File: src/rtl/usr_pkg.sv
package usr_pkg;

    // Operation codes; the encoding is part of the block's interface
    typedef enum logic [1:0] {
        OP_HOLD  = 2'b00,
        OP_RIGHT = 2'b01,
        OP_LEFT  = 2'b10,
        OP_LOAD  = 2'b11
    } usr_op_e;

endpackage

File: src/rtl/usr_op_decode.sv
module usr_op_decode
    import usr_pkg::*;
(
    input  logic [1:0] op_sel,
    output usr_op_e    op
);

    always_comb begin
        unique case (op_sel)
            2'b01:   op = OP_RIGHT;
            2'b10:   op = OP_LEFT;
            2'b11:   op = OP_LOAD;
            default: op = OP_HOLD;
        endcase
    end

endmodule

File: src/rtl/usr_bit_next.sv
module usr_bit_next
    import usr_pkg::*;
(
    input  usr_op_e op,
    input  logic    cur_bit,
    input  logic    load_bit,
    input  logic    lower_bit,
    input  logic    upper_bit,
    output logic    next_bit
);

    // lower_bit feeds in on a shift toward D, upper_bit on a shift toward A
    always_comb begin
        unique case (op)
            OP_LOAD:  next_bit = load_bit;
            OP_RIGHT: next_bit = lower_bit;
            OP_LEFT:  next_bit = upper_bit;
            default:  next_bit = cur_bit;
        endcase
    end

endmodule

File: src/rtl/uni_shift_reg.sv
module uni_shift_reg
    import usr_pkg::*;
#(
    parameter int WIDTH = 4
) (
    input  logic             clk,
    input  logic             clr_n,
    input  logic [1:0]       op_sel,
    input  logic [WIDTH-1:0] par_in,
    input  logic             ser_right_in,
    input  logic             ser_left_in,
    output logic [WIDTH-1:0] q_out
);

    localparam int TOP = WIDTH - 1;

    typedef struct packed {
        logic [WIDTH-1:0] bits;
    } usr_state_t;

    usr_state_t       state_d, state_q;
    usr_op_e          op;
    logic [WIDTH-1:0] bit_nxt;
    logic [WIDTH-1:0] from_lower;
    logic [WIDTH-1:0] from_upper;

    usr_op_decode u_dec (
        .op_sel (op_sel),
        .op     (op)
    );

    // Neighbour wiring; the serial inputs fill the two end positions
    generate
        for (genvar i = 0; i < WIDTH; i++) begin : g_cell
            if (i == 0) begin : g_low_end
                assign from_lower[i] = ser_right_in;
            end else begin : g_low_mid
                assign from_lower[i] = state_q.bits[i-1];
            end
            if (i == TOP) begin : g_high_end
                assign from_upper[i] = ser_left_in;
            end else begin : g_high_mid
                assign from_upper[i] = state_q.bits[i+1];
            end

            usr_bit_next u_bit (
                .op        (op),
                .cur_bit   (state_q.bits[i]),
                .load_bit  (par_in[i]),
                .lower_bit (from_lower[i]),
                .upper_bit (from_upper[i]),
                .next_bit  (bit_nxt[i])
            );
        end
    endgenerate

    always_comb begin
        state_d      = state_q;
        state_d.bits = bit_nxt;
    end

    always_ff @(posedge clk or negedge clr_n) begin
        if (!clr_n) begin
            state_q <= '0;
        end else begin
            state_q <= state_d;
        end
    end

    assign q_out = state_q.bits;

endmodule

File: config.mk
export PLATFORM = sky130hd
export DESIGN_NAME = uni_shift_reg
export DESIGN_NICKNAME = d
export VERILOG_FILES = /design/src/rtl/usr_pkg.sv /design/src/rtl/usr_op_decode.sv /design/src/rtl/usr_bit_next.sv /design/src/rtl/uni_shift_reg.sv
export SDC_FILE = /design/constraint.sdc
export NUM_CORES = 1
export LEC_CHECK = 0
export ABC_AREA = 1
export BUFFER_PORTS_ARGS = -buffer_cell sky130_fd_sc_hd__buf_2
export CAP_MARGIN = 30
export CELL_PAD_IN_SITES_DETAIL_PLACEMENT = 1
export CELL_PAD_IN_SITES_GLOBAL_PLACEMENT = 2
export CORE_MARGIN = 4
export CORE_UTILIZATION = 22
export CTS_CLUSTER_SIZE = 24
export DETAILED_ROUTE_END_ITERATION = 6
export GPL_TIMING_DRIVEN = 0
export PLACE_DENSITY = 0.69
export SLEW_MARGIN = 20
export SYNTH_ARGS = -nofsm -noshare
export SYNTH_HDL_FRONTEND = slang
export SYNTH_SLANG_ARGS = --single-unit
File: constraint.sdc
create_clock -name clk -period 1 [get_ports clk]
set_clock_uncertainty 0.15 [all_clocks]
set_input_delay 0.2 -clock clk [delete_from_list [all_inputs] [get_ports clk]]
set_output_delay 0.2 -clock clk [all_outputs]
set_load 0.01 [all_outputs]
==> metrics.csv, run 1 <==
stage,metric,value,unit
clock_tree,clk_pin_slew,0.04,ns
min_path,min_to,q_out[3],
finish,largest_reg_flops,4,
global_routing,grt_max_degree,9,
setup_path,r2r_end,q_out[3],
finish,fin_area,568,sq um
flow_run,maxCapViolations,0,
floorplan,row_count,13,
detailed_routing,dr.pass1.iters,4,
logic_synthesis,postSynthCellCount,47,
setup_path,reg2reg_depth,5,
floorplan,initial_core_util,24.5,%
placement,routabilityCongestion,0.590,
logic_synthesis,ys_warn_count,0,
clock_tree,htree_levels,1,
outcome,violations,negative setup slack,
timing,fmax,846,MHz
global_routing,grt_busiest_layer,met2,
logic_synthesis,synth_seq_area_share,29.5,%
finish,fin_util,41.1,%
setup_path,worstPathRequired,0.65,ns
min_path,min_delay_path_depth,5,
clock_tree,insertion_delay,0.23,ns
floorplan,die_h,47.3,um
setup_path,critPathLaunchType,flip-flop,
detailed_routing,postRouteAntennaNets,0,
timing,hold_slack,0.128,ns
floorplan,die_x,47.3,um
global_routing,grt_use_met1,9.71,%
setup_path,endpoint_kind,output port,
global_routing,grt_first_pass_wirelength,1320,um
setup_path,criticalPathCategory,flip-flop to output port,
timing,worst_slack,-0.181,ns
logic_synthesis,synth_cell_types,10,
finish,drive_above_1_share,51.5,%
setup_path,reg2reg_from,q_out[2],
global_routing,track_usage,8.31,%
placement,place_hpwl,621,um
power_and_ir_drop,power_leakage,0.296,nW
floorplan,boundaryPins,14,
timing,slew_headroom,88.7,%
logic_synthesis,synth_fp_nets,60,
clock_tree,cts_tree,yes,
logic_synthesis,avgSynthCellArea,7.21,sq um
clock_tree,clk_path_buf_depth,2,
detailed_routing,drc,0,
global_routing,grt-ovfl-total,0,
global_routing,grtUsageMet3,1.15,%
global_routing,antenna_found_initial,0,
clock_tree,cts-root-buf,clkbuf_4,
power_and_ir_drop,p_per_area,1270,nW/um^2
finish,area_growth_syn_to_layout,67.5,%
timing,finalSetupViolCount,8,
timing,hold_viol_final,0,
setup_path,crit_fanout,2,
timing,rsz0062_at_grt,yes,
logic_synthesis,ys_ff_latch,4,
power_and_ir_drop,peakVddDrop,293,uV
detailed_routing,drt_wl_total,772,um
detailed_routing,wire_per_inst,9.30,um
floorplan,dieArea,2230,sq um
timing,period_share,118,%
timing,fin_crit,1.18,ns
detailed_routing,num_vias,352,
min_path,worstHoldStart,ser_left_in,
finish,fin_nets,83,
outcome,status,"finished, violations left",
setup_path,reg2reg_slack,-0.03,ns
detailed_routing,drt_iter0_markers,3,
placement,place_area,450,sq um
logic_synthesis,syn_area,339,sq um
finish,antenna_cells,0,
clock_tree,clock-sinks,4,
timing,slew_viol_final,0,
timing,tightestPinTransition,0.169,ns
detailed_routing,vias_per_cell,4.24,
setup_path,cp.arrival,0.83,ns
clock_tree,cts_made_buffers,3,
global_routing,grt_pass1_vias,353,
placement,io_buffers,13,
global_routing,grt_use_met2,14.2,%
min_path,hold_class,input pin to flip-flop,
floorplan,core_area,1380,sq um
==> worst max-delay path: stages (launching register included) <==
cell and delay (ns):
dfrtp_1 0.38, buf_6 0.12, buf_6 0.11
==> cells in the mapped netlist <==
library cell / number / share of area [%]
dfrtp_1: 4 / 30
buf_6: 1 / 3.3
nand3_1: 4 / 5.9
ha_1: 3 / 11
nor2_2: 3 / 5.5
nand2_1: 20 / 22
nor2_1: 5 / 5.5
buf_12: 1 / 5.9
inv_1: 2 / 2.2
buf_4: 4 / 8.9
==> layout make-up <==
type,instances,area (sq um)
buffer,6,76.3
fill,175,815
timing repair buffer,18,133
tap,15,18.8
sequential,4,100
clock buffer,3,22.5
multi-input combinational,35,195
inverter,2,22.5
==> power by group <==
group / internal, mW / switching, mW
registers: 0.188 / 0.0163
logic: 0.195 / 0.127
clock network: 0.134 / 0.0621
total: 0.517 / 0.205
==> worst max path at each step <==
stage	to	slack, ns	depth (start not counted)	from
6_report	q_out[2]	-0.18	2	q_out[2]
5_1_grt	q_out[2]	-0.22	2	q_out[2]
4_1_cts	q_out[3]	-0.19	2	q_out[3]
3_5_place_dp	q_out[1]	-0.30	8	op_sel[1]
3_3_place_gp	q_out[1]	-0.30	8	op_sel[1]
2_1_floorplan	q_out[1]	-0.04	7	op_sel[1]
==> stage by stage <==
step                setup slack (ns)  setup TNS [ns]  power (mW)  cells
finish                        -0.181          -0.774       0.722     83
floorplan                    -0.0422         -0.0681       0.357     47
detailed placement            -0.296           -1.07       0.431     75
global placement              -0.303           -1.07       0.431     75
global route                  -0.216           -1.17       0.783     83
CTS                           -0.194          -0.853       0.733     83
==> what timing repair did <==
| item | 4_1_cts | 5_1_grt |
|---|---|---|
| hold buffers | 1 | 0 |
| pin swaps | 1 | 2 |
| hold endpoints to repair | 4 | 0 |
| endpoints found under the setup margin | 8 | 8 |
| setup buffers | 4 | 0 |
| gates resized for setup | 9 | 3 |
==> layout by cell type, fill, tap and decap left out <==
cell type,Yosys,layout
buf_12,1,1
buf_2,0,8
buf_4,4,5
buf_6,1,9
clkbuf_4,0,3
dfrtp_1,4,4
dlygate4sd3_1,0,1
ha_1,3,2
ha_4,0,1
inv_12,0,1
inv_4,0,1
nand2_1,20,19
nand2_2,0,1
nand3_1,4,2
nand3_2,0,2
nor2_1,5,5
nor2_2,3,3
==> cells by family (layout without fill, tap and decap cells) <==
group / count (synthesis) / in the layout / share of synthesized area (%)
and+or+nand+nor: 32 / 32 / 39.1
DFF: 4 / 4 / 29.5
buffers and inverters: 8 / 29 / 20.3
adders and majority gates: 3 / 3 / 11.1
==> metal layers <==
| metal | vias to the layer above | part of all wire, % |
|---|---|---|
| met5 | - | 0 |
| met1 | 160 | 44 |
| met4 | 0 | 0 |
| met2 | 11 | 47 |
| met3 | 0 | 8.3 |
| li1 | 181 | - |
No activity file was read; power rests on OpenSTA's default activity.
==> inputs of run 2 (changes only) <==
- REMOVE_ABC_BUFFERS: unset -> 1
==> run 2 against run 1 <==
Clock-buffer cell count is the same. The run still ends with negative setup slack left. Non-clock buffer count shrank 6. Worst hold slack gained 0.012 ns. Via count shrank 7.4%. Die area unchanged. Utilization is 5.7 points lower. Register-to-register slack about the same. Critical endpoint is now q_out[1]. Critical path depth fell by 1.
==> metrics.csv, run 2 (synthesis gave the netlist of run 1 again) <==
stage,metric,value,unit,change
timing,rsz0062_at_grt,yes,,
finish,num-fill-cells,179,,+2.3%
detailed_routing,vias_per_cell,4.23,,-0.17%
power_and_ir_drop,pwr-share-comb,39.8,%,-4.7 points
setup_path,slowest_delay,0.39,ns,about the same
detailed_routing,wire_per_inst,10.1,um,+8.6%
finish,fin_nets,77,,-7.2%
power_and_ir_drop,p_total,653,uW,-9.6%
power_and_ir_drop,peakVddDrop,667,uV,+130%
finish,layout_common_cells,"13 x nand2_1, 11 x buf_2, 7 x nand2_2, 5 x nor2_1",,
clock_tree,cts_tree,yes,,
setup_path,criticalPathCategory,flip-flop to output port,,
floorplan,dieArea,2230,sq um,unchanged
power_and_ir_drop,sw_frac_of_total,29.6,%,+1.1 points
setup_path,cp_num_buf_inv,1,,-1
global_routing,track_usage,8.87,%,+0.56 points
floorplan,row_count,13,,unchanged
timing,tightestPinTransition,0.194,ns,+0.0251 ns
setup_path,reg2reg_from,q_out[2],,
power_and_ir_drop,power_frac_seq,31.5,%,+3.2 points
floorplan,core_area,1380,sq um,unchanged
floorplan,boundaryPins,14,,unchanged
clock_tree,cts_made_buffers,3,,unchanged
global_routing,grt_first_pass_wirelength,1310,um,-0.98%
min_path,worstHoldStart,ser_left_in,,
clock_tree,htree_levels,1,,unchanged
clock_tree,clk_path_buf_depth,2,,unchanged
finish,instances_no_fill,77,,-7.2%
outcome,violations,negative setup slack,,
setup_path,endpoint_kind,output port,,
setup_path,worstPathRequired,0.65,ns,about the same
floorplan,die_h,47.3,um,unchanged
detailed_routing,drt_wl_total,778,um,+0.78%
power_and_ir_drop,pwr-share-clk,28.7,%,+1.5 points
setup_path,crit_fanout,2,,unchanged
placement,dp_cells,69,,-8.0%
detailed_routing,num_vias,326,,-7.4%
detailed_routing,dr.pass1.iters,2,,-2
detailed_routing,drc,0,,unchanged
setup_path,critPathSlowestCell,dfrtp_1,,
min_path,min_to,q_out[3],,
min_path,min_delay_path_depth,5,,unchanged
setup_path,critPathLaunchType,flip-flop,,
flow_run,maxCapViolations,0,,unchanged
power_and_ir_drop,p_sw,193,uW,-6.0%
floorplan,die_x,47.3,um,unchanged
timing,fmax,911,MHz,+7.6%
setup_path,reg2reg_slack,-0.02,ns,about the same
finish,antenna_cells,0,,unchanged
timing,fin_crit,1.10,ns,-0.0835 ns
setup_path,path_cells,buf_6,,
global_routing,grt-ovfl-total,0,,unchanged
finish,final_common_cell,nand2_1,,
timing,period_share,110,%,-8.3 points
power_and_ir_drop,p_per_area,1330,nW/um^2,+5.0%
clock_tree,clk_pin_slew,0.03,ns,about the same
floorplan,initial_core_util,24.5,%,unchanged
setup_path,reg2reg_depth,5,,unchanged
timing,slew_headroom,87.1,%,-1.7 points
finish,drive_above_1_share,54.8,%,+3.4 points
setup_path,crit_family,flip-flops,,
global_routing,grt_max_degree,9,,unchanged
min_path,hold_class,input pin to flip-flop,,
outcome,status,"finished, violations left",,
global_routing,antenna_found_initial,0,,unchanged
power_and_ir_drop,p_int,460,uW,-11%
timing,worst_slack,-0.0979,ns,+0.0835 ns
setup_path,cp.arrival,0.75,ns,-0.08 ns
placement,io_buffers,13,,unchanged
placement,routabilityCongestion,0.630,,+6.9%
detailed_routing,postRouteAntennaNets,0,,unchanged
timing,slew_viol_final,0,,unchanged
clock_tree,cts-root-buf,clkbuf_4,,
finish,area_growth_syn_to_layout,44.3,%,
timing,hold_viol_final,0,,unchanged
power_and_ir_drop,power_leakage,0.259,nW,-13%
global_routing,grt_pass1_vias,329,,-6.8%
clock_tree,insertion_delay,0.23,ns,about the same
placement,place_hpwl,577,um,-7.0%
detailed_routing,drt_iter0_markers,2,,-1
finish,largest_reg_flops,4,,unchanged
setup_path,r2r_end,q_out[3],,
clock_tree,clock-sinks,4,,unchanged
timing,finalSetupViolCount,8,,unchanged
-- run 2: power by group through the flow --
stage,sequential [mW],combinational [mW],clock (mW)
final,0.206,0.260,0.187
after CTS,0.199,0.216,0.204
after global placement,0.215,0.153,0
after global routing,0.210,0.294,0.217
after floorplan,0.222,0.0751,0
after detailed placement,0.214,0.155,0
-- run 2: final cells by class --
type / count / area (sq um) / area share, %
inverters: 2 / 7.51 / 1.53
repair buffers: 18 / 125 / 25.6
well taps: 15 / 18.8 / 3.84
clock buffers: 3 / 22.5 / 4.60
multi-input cells: 35 / 215 / 44.0
flip-flops and latches: 4 / 100 / 20.5
-- run 2: worst min-delay path: stages --
cell     delay (ns)
buf_2          0.07
nand2_1        0.05
nand3_2        0.05
nand2_1        0.04
nand2_1        0.06
-- run 2: per-layer routing --
metal | track usage, % | vias up | part of all wire [%]
li1 | - | 169 | -
met1 | 10.0 | 149 | 43
met2 | 13.6 | 8 | 48
met3 | 3.07 | 0 | 9.0
met4 | 6.63 | 0 | 0
met5 | 0 | - | 0
-- run 2: what timing repair did --
item                                   in CTS  in global routing
setup buffers                               4                  0
gates resized for setup                     2                 14
pin swaps                                   0                  4
endpoints found under the hold margin       4                  0
setup endpoints to repair                   8                  8
hold buffers                                1                  0
-- run 2: worst max-delay path by stage --
stage,startpoint,endpoint,slack [ns],depth (start not counted)
4_1_cts,q_out[2],q_out[2],-0.10,1
6_report,q_out[1],q_out[1],-0.1,1
5_1_grt,q_out[0],q_out[0],-0.13,1
2_1_floorplan,op_sel[0],q_out[0],-0.14,6
3_3_place_gp,op_sel[0],q_out[3],-0.36,7
3_5_place_dp,op_sel[0],q_out[3],-0.37,7
-- run 2: stage by stage --
step	hold slack, ns	worst slack (ns)	setup TNS [ns]	util [%]	area (sq um)
after detailed placement	-0.142	-0.367	-1.44	26.2	362
after CTS	0.132	-0.101	-0.414	31.6	437
after global placement	-0.144	-0.365	-1.42	26.2	362
after floorplan	-0.246	-0.144	-0.568	-	278
final	0.139	-0.0979	-0.406	35.4	489
after global routing	0.150	-0.134	-0.841	35.4	489
==> inputs of run 3 (changes only) <==
- CORE_UTILIZATION: 22 -> 24
- CTS_BUF_LIST: unset -> sky130_fd_sc_hd__clkbuf_2 sky130_fd_sc_hd__clkbuf_4 sky130_fd_sc_hd__clkbuf_8
- PLACE_DENSITY: 0.69 -> 0.74
==> run 3 against run 2 <==
Sequential power shrank 2%. Critical path depth unchanged. Highest routed layer is now met4. Via count is the same. Die area shrank 7.0%. The run still ends with negative setup slack left. Critical path type unchanged. Fmax increased by 0.90%. Worst setup slack better by 0.0098 ns. First-iteration DRC count decreased by 50%. Combinational power shrank 16%. Final cell count unchanged.
==> metrics.csv, run 3 (synthesis gave the netlist of run 1 again) <==
stage,metric,value,unit,change
finish,fin_area,443,sq um,-9.5%
setup_path,worstPathRequired,0.65,ns,about the same
setup_path,reg2reg_from,q_out[1],,
min_path,hold_class,input pin to flip-flop,,
finish,final_common_cell,nand2_1,,
global_routing,antenna_found_initial,0,,unchanged
power_and_ir_drop,p_per_area,1390,nW/um^2,+4.2%
floorplan,boundaryPins,14,,unchanged
power_and_ir_drop,peakVddDrop,676,uV,+1.4%
floorplan,die_x,45.6,um,-3.5%
timing,slew_headroom,90.1,%,+3.0 points
timing,fin_setup_tns,-0.374,ns,+0.0313 ns
detailed_routing,vias_per_cell,4.23,,unchanged
placement,place_ws,-0.359,ns,+0.00832 ns
setup_path,path_cells,buf_2,,
outcome,violations,negative setup slack,,
placement,place_hpwl,594,um,+2.9%
timing,period_share,109,%,-0.98 points
setup_path,slowest_delay,0.37,ns,-0.02 ns
detailed_routing,drc,0,,unchanged
placement,place_area,362,sq um,unchanged
clock_tree,clk_path_buf_depth,2,,unchanged
timing,hold_viol_final,0,,unchanged
min_path,worstHoldStart,ser_left_in,,
timing,slew_viol_final,0,,unchanged
global_routing,grt_first_pass_wirelength,1340,um,+2.1%
detailed_routing,num_vias,326,,unchanged
floorplan,row_count,13,,unchanged
setup_path,r2r_end,q_out[0],,
clock_tree,clock-sinks,4,,unchanged
detailed_routing,drt_wl_total,800,um,+2.8%
power_and_ir_drop,power_leakage,0.243,nW,-6.1%
timing,fin_crit,1.09,ns,-0.00975 ns
clock_tree,htree_levels,1,,unchanged
floorplan,die_h,45.6,um,-3.5%
timing,tightestPinTransition,0.149,ns,-0.0448 ns
detailed_routing,wire_per_inst,10.4,um,+2.8%
detailed_routing,dr.pass1.iters,2,,unchanged
clock_tree,clk_pin_slew,0.04,ns,about the same
clock_tree,cts-root-buf,clkbuf_4,,
finish,antenna_cells,0,,unchanged
setup_path,crit_fanout,2,,unchanged
finish,layout_common_cells,"20 x nand2_1, 12 x buf_2, 5 x nor2_1",,
outcome,status,"finished, violations left",,
finish,instances_no_fill,77,,unchanged
setup_path,crit_family,flip-flops,,
setup_path,endpoint_kind,output port,,
setup_path,reg2reg_depth,5,,unchanged
global_routing,grt_pass1_vias,336,,+2.1%
placement,dp_cells,69,,unchanged
global_routing,grt_max_degree,9,,unchanged
timing,worst_slack,-0.0881,ns,+0.00975 ns
global_routing,track_usage,9.62,%,+0.75 points
timing,finalSetupViolCount,7,,-1
finish,largest_reg_flops,4,,unchanged
flow_run,maxCapViolations,0,,unchanged
setup_path,reg2reg_slack,-0.01,ns,about the same
clock_tree,cts_made_buffers,3,,unchanged
setup_path,critPathSlowestCell,dfrtp_1,,
floorplan,core_area,1320,sq um,-4.7%
clock_tree,cts_tree,yes,,
global_routing,grt-ovfl-total,0,,unchanged
timing,fmax,919,MHz,+0.90%
clock_tree,insertion_delay,0.23,ns,about the same
floorplan,initial_core_util,25.7,%,+1.2 points
finish,area_growth_syn_to_layout,30.6,%,
setup_path,criticalPathCategory,flip-flop to output port,,
setup_path,critPathLaunchType,flip-flop,,
timing,hold_slack,0.129,ns,-0.0107 ns
setup_path,cp_num_buf_inv,1,,unchanged
finish,fin_nets,77,,unchanged
min_path,min_to,q_out[3],,
timing,rsz0062_at_grt,yes,,
detailed_routing,drt_iter0_markers,1,,-1
placement,routabilityCongestion,0.625,,-0.84%
floorplan,dieArea,2080,sq um,-7.0%
finish,drive_above_1_share,38.7,%,-16 points
finish,num-fill-cells,170,,-5.0%
detailed_routing,postRouteAntennaNets,0,,unchanged
placement,io_buffers,13,,unchanged
setup_path,cp.arrival,0.74,ns,about the same
min_path,min_delay_path_depth,5,,unchanged
run 3: cell types whose count changed in the layout (fill, tap and decap cells not counted):
cell     delta
buf_2       +1
buf_4       +2
buf_6       -3
nand2_1     +7
nand2_2     -7
nand3_1     +3
nand3_2     -3
run 3: power by group:
part	total (mW)	switching, mW	internal [mW]	leakage, nW
Combinational	0.218	0.105	0.113	0.181
Sequential	0.201	0.0131	0.188	0.0486
Clock	0.196	0.0623	0.134	0.0138
Total	0.616	0.181	0.435	0.243
run 3: routing by layer:
metal  part of all wire [%]  routed length [um]  up-vias  track usage (%)
li1                       -                   -      168                -
met1                     41                 326      149             10.7
met5                      0                   0        -                0
met3                    5.0                  40        2             3.56
met2                     53                 423        7             13.1
met4                    1.3                  10        0             10.5
run 3: how the worst max path moves through the flow:
stage | start | end | slack [ns] | cells past startpoint
CTS | q_out[2] | q_out[2] | -0.11 | 1
global placement | op_sel[0] | q_out[0] | -0.35 | 7
global route | q_out[1] | q_out[1] | -0.15 | 1
floorplan | op_sel[0] | q_out[0] | -0.14 | 6
finish | q_out[1] | q_out[1] | -0.09 | 1
detailed placement | op_sel[0] | q_out[0] | -0.36 | 7
run 3: what timing repair did:
| item | in CTS | in global routing |
|---|---|---|
| endpoints found under the setup margin | 8 | 8 |
| pin swaps | 0 | 0 |
| gates cloned | 0 | 0 |
| hold buffers | 1 | 0 |
| hold endpoints to repair | 4 | 0 |
| buffers inserted | 4 | 0 |
| resized for setup | 2 | 1 |
run 3: per-stage QoR:
stage          util, %  power, mW
2_1_floorplan        -      0.297
3_3_place_gp      27.4      0.366
3_5_place_dp      27.4      0.368
4_1_cts           33.1      0.623
5_1_grt           33.6      0.685
6_report          33.6      0.616
run 3: layout make-up:
cell class / instances / area (sq um) / share of cell area [%]
multi-input cells: 35 / 183 / 41.2
repair buffers: 18 / 111 / 25.1
flip-flops and latches: 4 / 100 / 22.6
clock buffers: 3 / 22.5 / 5.08
well taps: 15 / 18.8 / 4.24
inverters: 2 / 7.51 / 1.69
run 3: worst min-delay path, cell delays in order:
cell	delay [ns]
buf_2	0.08
nand2_1	0.04
nand3_1	0.06
nand2_1	0.05
nand2_1	0.05
